===== src/rtl/irda_sir_encoder.sv =====
module irda_sir_encoder #(
  parameter int TICKS_PER_BIT = 16,
  parameter int SAMPLE_TICK   = 4,
  parameter int PULSE_START   = 7,
  parameter int PULSE_TICKS   = 3,
  parameter int DATA_BITS     = 8
) (
  input  logic clk,
  input  logic rst_n,
  input  logic enable,
  input  logic bit_tick,
  input  logic uart_tx,
  output logic ir_pulse
);
  localparam int TW          = $clog2(TICKS_PER_BIT);
  localparam int NWIN        = DATA_BITS + 2;
  localparam int BW          = $clog2(NWIN);
  localparam int PULSE_END   = PULSE_START + PULSE_TICKS;
  localparam int FRAME_TICKS = TICKS_PER_BIT * NWIN;
  localparam int FW          = $clog2(FRAME_TICKS + 1);

  logic [1:0]    tx_sync;
  logic          tx_prev;
  logic          busy;
  logic          bit_lvl;
  logic [TW-1:0] tcnt;
  logic [BW-1:0] widx;
  logic          tx_fall;
  logic          in_pulse;

  assign tx_fall  = tx_prev & ~tx_sync[1];
  assign in_pulse = (tcnt >= TW'(PULSE_START)) && (tcnt < TW'(PULSE_END));

  always_ff @(posedge clk) begin
    if (!rst_n) begin
      tx_sync <= 2'b11;
      tx_prev <= 1'b1;
    end else begin
      tx_sync <= {tx_sync[0], uart_tx};
      tx_prev <= tx_sync[1];
    end
  end

  always_ff @(posedge clk) begin
    if (!rst_n || !enable) begin
      busy     <= 1'b0;
      tcnt     <= '0;
      widx     <= '0;
      bit_lvl  <= 1'b1;
      ir_pulse <= 1'b0;
    end else begin
      if (!busy) begin
        busy    <= tx_fall;
        tcnt    <= '0;
        widx    <= '0;
        bit_lvl <= 1'b1;
      end else if (bit_tick) begin
        if (tcnt == TW'(SAMPLE_TICK - 1)) bit_lvl <= tx_sync[1];
        if (tcnt == TW'(TICKS_PER_BIT - 1)) begin
          tcnt    <= '0;
          bit_lvl <= 1'b1;
          if (widx == BW'(NWIN - 1)) busy <= 1'b0;
          else widx <= widx + 1'b1;
        end else begin
          tcnt <= tcnt + 1'b1;
        end
      end
      ir_pulse <= busy && !bit_lvl && in_pulse;
    end
  end

  logic [7:0]    hi_cnt;
  logic [FW-1:0] fr_cnt;

  always_ff @(posedge clk) begin
    if (!rst_n) begin
      hi_cnt <= '0;
      fr_cnt <= '0;
    end else begin
      hi_cnt <= ir_pulse ? hi_cnt + {7'd0, bit_tick} : 8'd0;
      fr_cnt <= busy ? fr_cnt + {{(FW-1){1'b0}}, bit_tick} : '0;
    end
  end

  a_r7_off_when_disabled: assert property (@(posedge clk) disable iff (!rst_n)
    !enable |=> !ir_pulse);

  a_r3_pulse_width: assert property (@(posedge clk) disable iff (!rst_n)
    $fell(ir_pulse) && enable && $past(enable) |-> hi_cnt == 8'(PULSE_TICKS));

  a_r5_frame_length: assert property (@(posedge clk) disable iff (!rst_n)
    $fell(busy) && $past(enable) |-> fr_cnt == FW'(FRAME_TICKS));

  a_r4_pulse_only_on_zero: assert property (@(posedge clk) disable iff (!rst_n)
    $rose(ir_pulse) |-> $past(busy) && !$past(bit_lvl));

  a_r1_idle_without_edge: assert property (@(posedge clk) disable iff (!rst_n)
    !busy && !tx_fall |=> !busy);
endmodule


===== config.mk =====
export PLATFORM = sky130hd
export DESIGN_NAME = irda_sir_encoder
export DESIGN_NICKNAME = d
export VERILOG_FILES = /design/src/rtl/irda_sir_encoder.sv
export SDC_FILE = /design/constraint.sdc
export NUM_CORES = 1
export LEC_CHECK = 0
export BUFFER_PORTS_ARGS = -buffer_cell sky130_fd_sc_hd__buf_2
export CAP_MARGIN = 20
export CORE_AREA = 2 2 39 41
export CTS_CLUSTER_DIAMETER = 40
export DETAILED_ROUTE_END_ITERATION = 10
export DIE_AREA = 0 0 41 43
export PLACE_DENSITY = 0.66
export SLEW_MARGIN = 40
export SYNTH_ARGS = -nofsm -noshare
export SYNTH_HDL_FRONTEND = slang
export SYNTH_SLANG_ARGS = --single-unit

===== constraint.sdc =====
create_clock -name clk -period 2.9 [get_ports clk]
set_input_delay 0.145 -clock clk [delete_from_list [all_inputs] [get_ports clk]]
set_output_delay 0.145 -clock clk [all_outputs]
set_load 0.1 [all_outputs]

# Yosys cells after proc, flatten, opt, wreduce, memory -nomap -nowiden
# Cells that the tools add are included.
[totals]
reg_bits = 14
latchBits = 0
ramBits = 0
romBits = 0
in_bits = 5
out_inout_bits = 1
elab_cells = 36
memories = 0
[classes]
n_addsub = 2
n_mul = 0
div = 0
n_lt_le_gt_ge = 2
eq_ne = 3
n_shift = 0
muxes = 7
bitwise_logic = 4
n_reduce_logical = 11
[op_table]
columns = ["op", "n"]
rows = [
  ["$add A4 B1 Y4 const B", 2],
  ["$eq A4 B4 Y1 const B", 2],
  ["$mux W1", 6],
  ["$eq A4 B2 Y1 const B", 1],
  ["$ge A4 B3 Y1 const B", 1],
  ["$lt A4 B4 Y1 const B", 1],
  ["$mux W4", 1],
  ["$logic_and A1 B1 Y1", 3],
  ["$logic_not A1 Y1", 3],
  ["$not A1 Y1", 3],
  ["$reduce_and A3 Y1", 1],
  ["$reduce_and A2 Y1", 1],
  ["$reduce_bool A2 Y1", 1],
  ["$reduce_or A2 Y1", 1],
  ["$and A1 B1 Y1", 1],
  ["$logic_or A1 B1 Y1", 1],
]

# Longest topological paths before layout
[logic_depth]
ltp_word = 5
ltp_mapped = 5

# Worst setup path after synthesis
# OpenSTA, ideal clock, no wires.
[synth_timing]
path_kind = "reg2reg"
startpoint = "register tcnt[1]"
endpoint = "register bit_lvl"
arrival_ns = 1.158
path_slack_ns = 1.620
stages_incl_launch_ff = 5
n_path_buf = 0
period_less_slack_ns = 1.280
cell_sequence = "dfxtp_1 > ha_1 > nand2_1 > o31a_1 > o32a_1"
[synth_between]
elab_chain_len = 3
[synth_rtl]
columns = ["element", "line", "source"]
rows = [
  ["start, declared", "26", "logic [TW-1:0] tcnt;"],
  ["start signal, assigned", "65", "tcnt <= tcnt + 1'b1;"],
  ["$eq A4 B2 Y1 or $eq A4 B4 Y1 (tied branches)", "58, 59", ""],
  ["$reduce_bool A2 Y1 (no line)", "--", ""],
  ["$reduce_and A2 Y1 (no line)", "--", ""],
  ["end signal, assigned", "58", "if (tcnt == TW'(SAMPLE_TICK - 1)) bit_lvl <= tx_sync[1];"],
  ["end, declared", "25", "logic bit_lvl;"],
]
# Parallel ways exist; a longest one is shown, timed or not.
# A chain may end at the register's enable or synchronous reset.

# Worst setup path in the final report
[layout_timing]
startpoint = "register tcnt[1]"
endpoint = "register widx[3]"
[layout_between]
elab_chain_len = 2
[layout_rtl]
columns = ["element", "line", "source"]
rows = [
  ["$eq A4 B4 Y1", "59", "if (tcnt == TW'(TICKS_PER_BIT - 1)) begin"],
  ["$reduce_and A3 Y1 (no line)", "--", ""],
  ["end signal, assigned", "63", "else widx <= widx + 1'b1;"],
  ["end, declared", "27", "logic [BW-1:0] widx;"],
]
# No other way between the ends.

==> results.yml <==
timing:
  drv_slew: 0
  hold_slack_ns: 0.04195
  slew_headroom_pct: 67.88
  max_freq_mhz: 697.9
  post-route-min-period_ns: 1.433
  rsz0062_at_grt: "false"
  tightestPinTransition_ns: 0.4852
  finalCritPeriodShare_pct: 49.41
  setup_viol: 0
  fin_tns_setup_ns: 0
  clock_skew_ns: 0.003870
  finalHoldViolCount: 0
flow_run:
  cap_violations: 0
clock_tree:
  cts_setup_buffers: 0
  cts-root-buf: "clkbuf_4"
  clock_latency_ns: 0.27
  clkTransAtPathRegs_ns: 0.08
  cts_max_path_buffers: 2
  cts_tree: "done"
  numCtsBuffers: 3
  cts_hold_buf: 0
  htree_num_levels: 1
  ctsResizeCount: 0
  cts.sinks: 14
die:
  start_util_pct: 45.12
  die_x_um: 41
  core_area_sq_um: 1384
  dieArea_sq_um: 1763
  num_rows: 14
  die_y_um: 43
  ios: 6
routing:
  top_layer_used: "met4"
  wl_met1_um: 532
  first_iter_violations: 4
  viasPerCell: 5.367
  drt.antenna.violating_nets: 0
  routed_wl_mm: 1.013
  drc: 0
  wl_per_cell_um: 11.26
  dr_total_vias: 483
  first_pass_iters: 4
  route.met3.wl_um: 27
  routed-wl-met2_um: 443
power_and_ir_drop:
  p_seq_share_pct: 57.2
  internal_power_uw: 274.6
  pwr-share-comb_pct: 2.4
  p_sw_share_pct: 19.44
  pwr-share-clk_pct: 40.4
  ir_drop_mv: 0.3099
  p_switching_uw: 66.27
  power.density_nw_per_um2: 491.8
  leakagePower_nw: 0.2606
critical_path:
  r2r-start: "tcnt[1]$_SDFFE_PP0P_"
  r2r_cells: 4
  crit_type: "flop to flop"
  crit_arrival_ns: 1.63
  reg2reg_slack_ns: 1.47
  r2r_end: "widx[3]$_SDFFE_PP0P_"
  startpoint_type: "flop"
  crit_fanout: 7
  cp.required_ns: 3.10
  cp-end-kind: "flop"
place:
  dp_hpwl_um: 725.8
  place_area_sq_um: 656.9
  io_buffers: 5
  dp.cells: 86
  place_congestion: 0.7118
synthesis:
  syn_inst: 67
  synthTopCellsByCount: "dfxtp_1, a21oi_1, nand2b_1, o21ai_0, nand3_1"
  yosysWarnings: 0
  synth_area_sq_um: 624.3
  ys_types: 26
  ys_top_cells_by_area: "dfxtp_1, ha_1, a21oi_1"
  synth_nets: 75
  synth_ff_type: "dfxtp_1"
  netlist.area_leader.share_pct: 44.89
  synth_top_area_cell: "dfxtp_1"
  ys_seq_area_share_pct: 44.89
  yosysMostFrequentCell: "dfxtp_1"
  synth_edf_count: 0
  synthArstFlopShare_pct: 0
  avgSynthCellArea_sq_um: 9.319
  ys_seq_elements: 14
cells_and_area:
  synthToLayoutAreaGrowth_pct: 11.02
  stdcell_count: 90
  fin_nets: 83
  drive_gt1_share_pct: 13.51
  design_area_sq_um: 693.2
  diodes: 0
hold_path:
  min-delay-start: "uart_tx"
  min_path_cells: 2
  hold_path_end: "tx_sync[0]$_SDFF_PN1_"
  min_path_type: "input pin to flop"
global_route:
  grt_pass1_vias: 389
  track_usage_pct: 13.81
  grt_pass1_wl_mm: 1.600
  grt_max_degree: 11
  overflow: 0
  antenna_found_initial: 0
status:
  status: "finished clean"
==> critical path, stage by stage (launching register included) <==
cell	delay, ns
dfxtp_1	0.39
ha_1	0.26
nand4_2	0.20
or3_1	0.39
a21oi_1	0.14
==> metal layers <==
layer	vias to the layer above	global-route usage, %
li1	258	-
met1	220	18.24
met2	3	17.81
met3	2	3.141
met4	0	12.00
met5	-	0
==> through the flow <==
| stage | utilization (%) | power [mW] | setup WS, ns |
|---|---|---|---|
| after floorplan | - | 0.2025 | 1.620 |
| after global placement | 47.47 | 0.2076 | 1.524 |
| after detailed placement | 47.47 | 0.2079 | 1.476 |
| after CTS | 50.09 | 0.3495 | 1.451 |
| after global routing | 50.09 | 0.3536 | 1.355 |
| final | 50.09 | 0.3409 | 1.467 |
==> sequential cells by signal (all words and copies together) (netlist names) <==
| name | count |
|---|---|
| ir_pulse | 1 |
| bit_lvl | 1 |
| tx_prev | 1 |
| busy | 1 |
| tx_sync | 2 |
| widx | 4 |
| tcnt | 4 |
==> placed cells by master (no fill, tap or decap), types with 2 or more instances in the layout <==
cell | synthesis | final
nand3_1 | 4 | 4
nand2b_1 | 5 | 5
o21ai_0 | 5 | 5
xor2_1 | 2 | 2
a21oi_1 | 7 | 7
buf_2 | 1 | 5
and3b_1 | 2 | 2
dfxtp_1 | 14 | 14
or3_1 | 3 | 3
clkbuf_4 | 0 | 3
nor3_1 | 2 | 2
ha_1 | 3 | 3
inv_1 | 2 | 2
nor2b_1 | 2 | 2
nor2_1 | 3 | 3
==> how the worst max path moves through the flow <==
stage / start / end / slack (ns)
floorplan: tcnt[1]$_SDFFE_PP0P_ / bit_lvl$_SDFFE_PP1P_ / 1.62
global placement: tcnt[1]$_SDFFE_PP0P_ / bit_lvl$_SDFFE_PP1P_ / 1.52
detailed placement: tcnt[1]$_SDFFE_PP0P_ / widx[3]$_SDFFE_PP0P_ / 1.48
CTS: tcnt[1]$_SDFFE_PP0P_ / widx[3]$_SDFFE_PP0P_ / 1.45
global route: tcnt[1]$_SDFFE_PP0P_ / widx[0]$_SDFFE_PP0P_ / 1.36
finish: tcnt[1]$_SDFFE_PP0P_ / widx[3]$_SDFFE_PP0P_ / 1.47
==> power by group through the flow <==
stage	Clock [mW]	Combinational [mW]	Sequential [mW]
2_1_floorplan	0	0.00320	0.199
3_3_place_gp	0	0.00811	0.200
3_5_place_dp	0	0.00826	0.200
4_1_cts	0.146	0.00833	0.195
5_1_grt	0.149	0.00914	0.195
6_report	0.138	0.00831	0.195
==> cell type report <==
type                    instances  area (sq um)
clock buffers                   4         36.28
fillers                       133         690.7
inverters                       2         7.507
multi-input cells              49         324.1
flip-flops and latches         14         280.3
well taps                      16         20.02
repair buffers                  5         25.02
==> kinds of logic after synthesis <==
| group | after synthesis | synth area share, % |
|---|---|---|
| flip-flops | 14 | 44.89 |
| buffers and inverters | 4 | 3.207 |
| AO/OA/AOI/OAI | 16 | 14.83 |
| XOR/XNOR | 2 | 2.806 |
| multiplexers | 1 | 1.603 |
| AND/OR/NAND/NOR | 27 | 26.65 |
| adder cells (fa/ha/maj) | 3 | 6.013 |
Power figures use the tool's default switching activity.
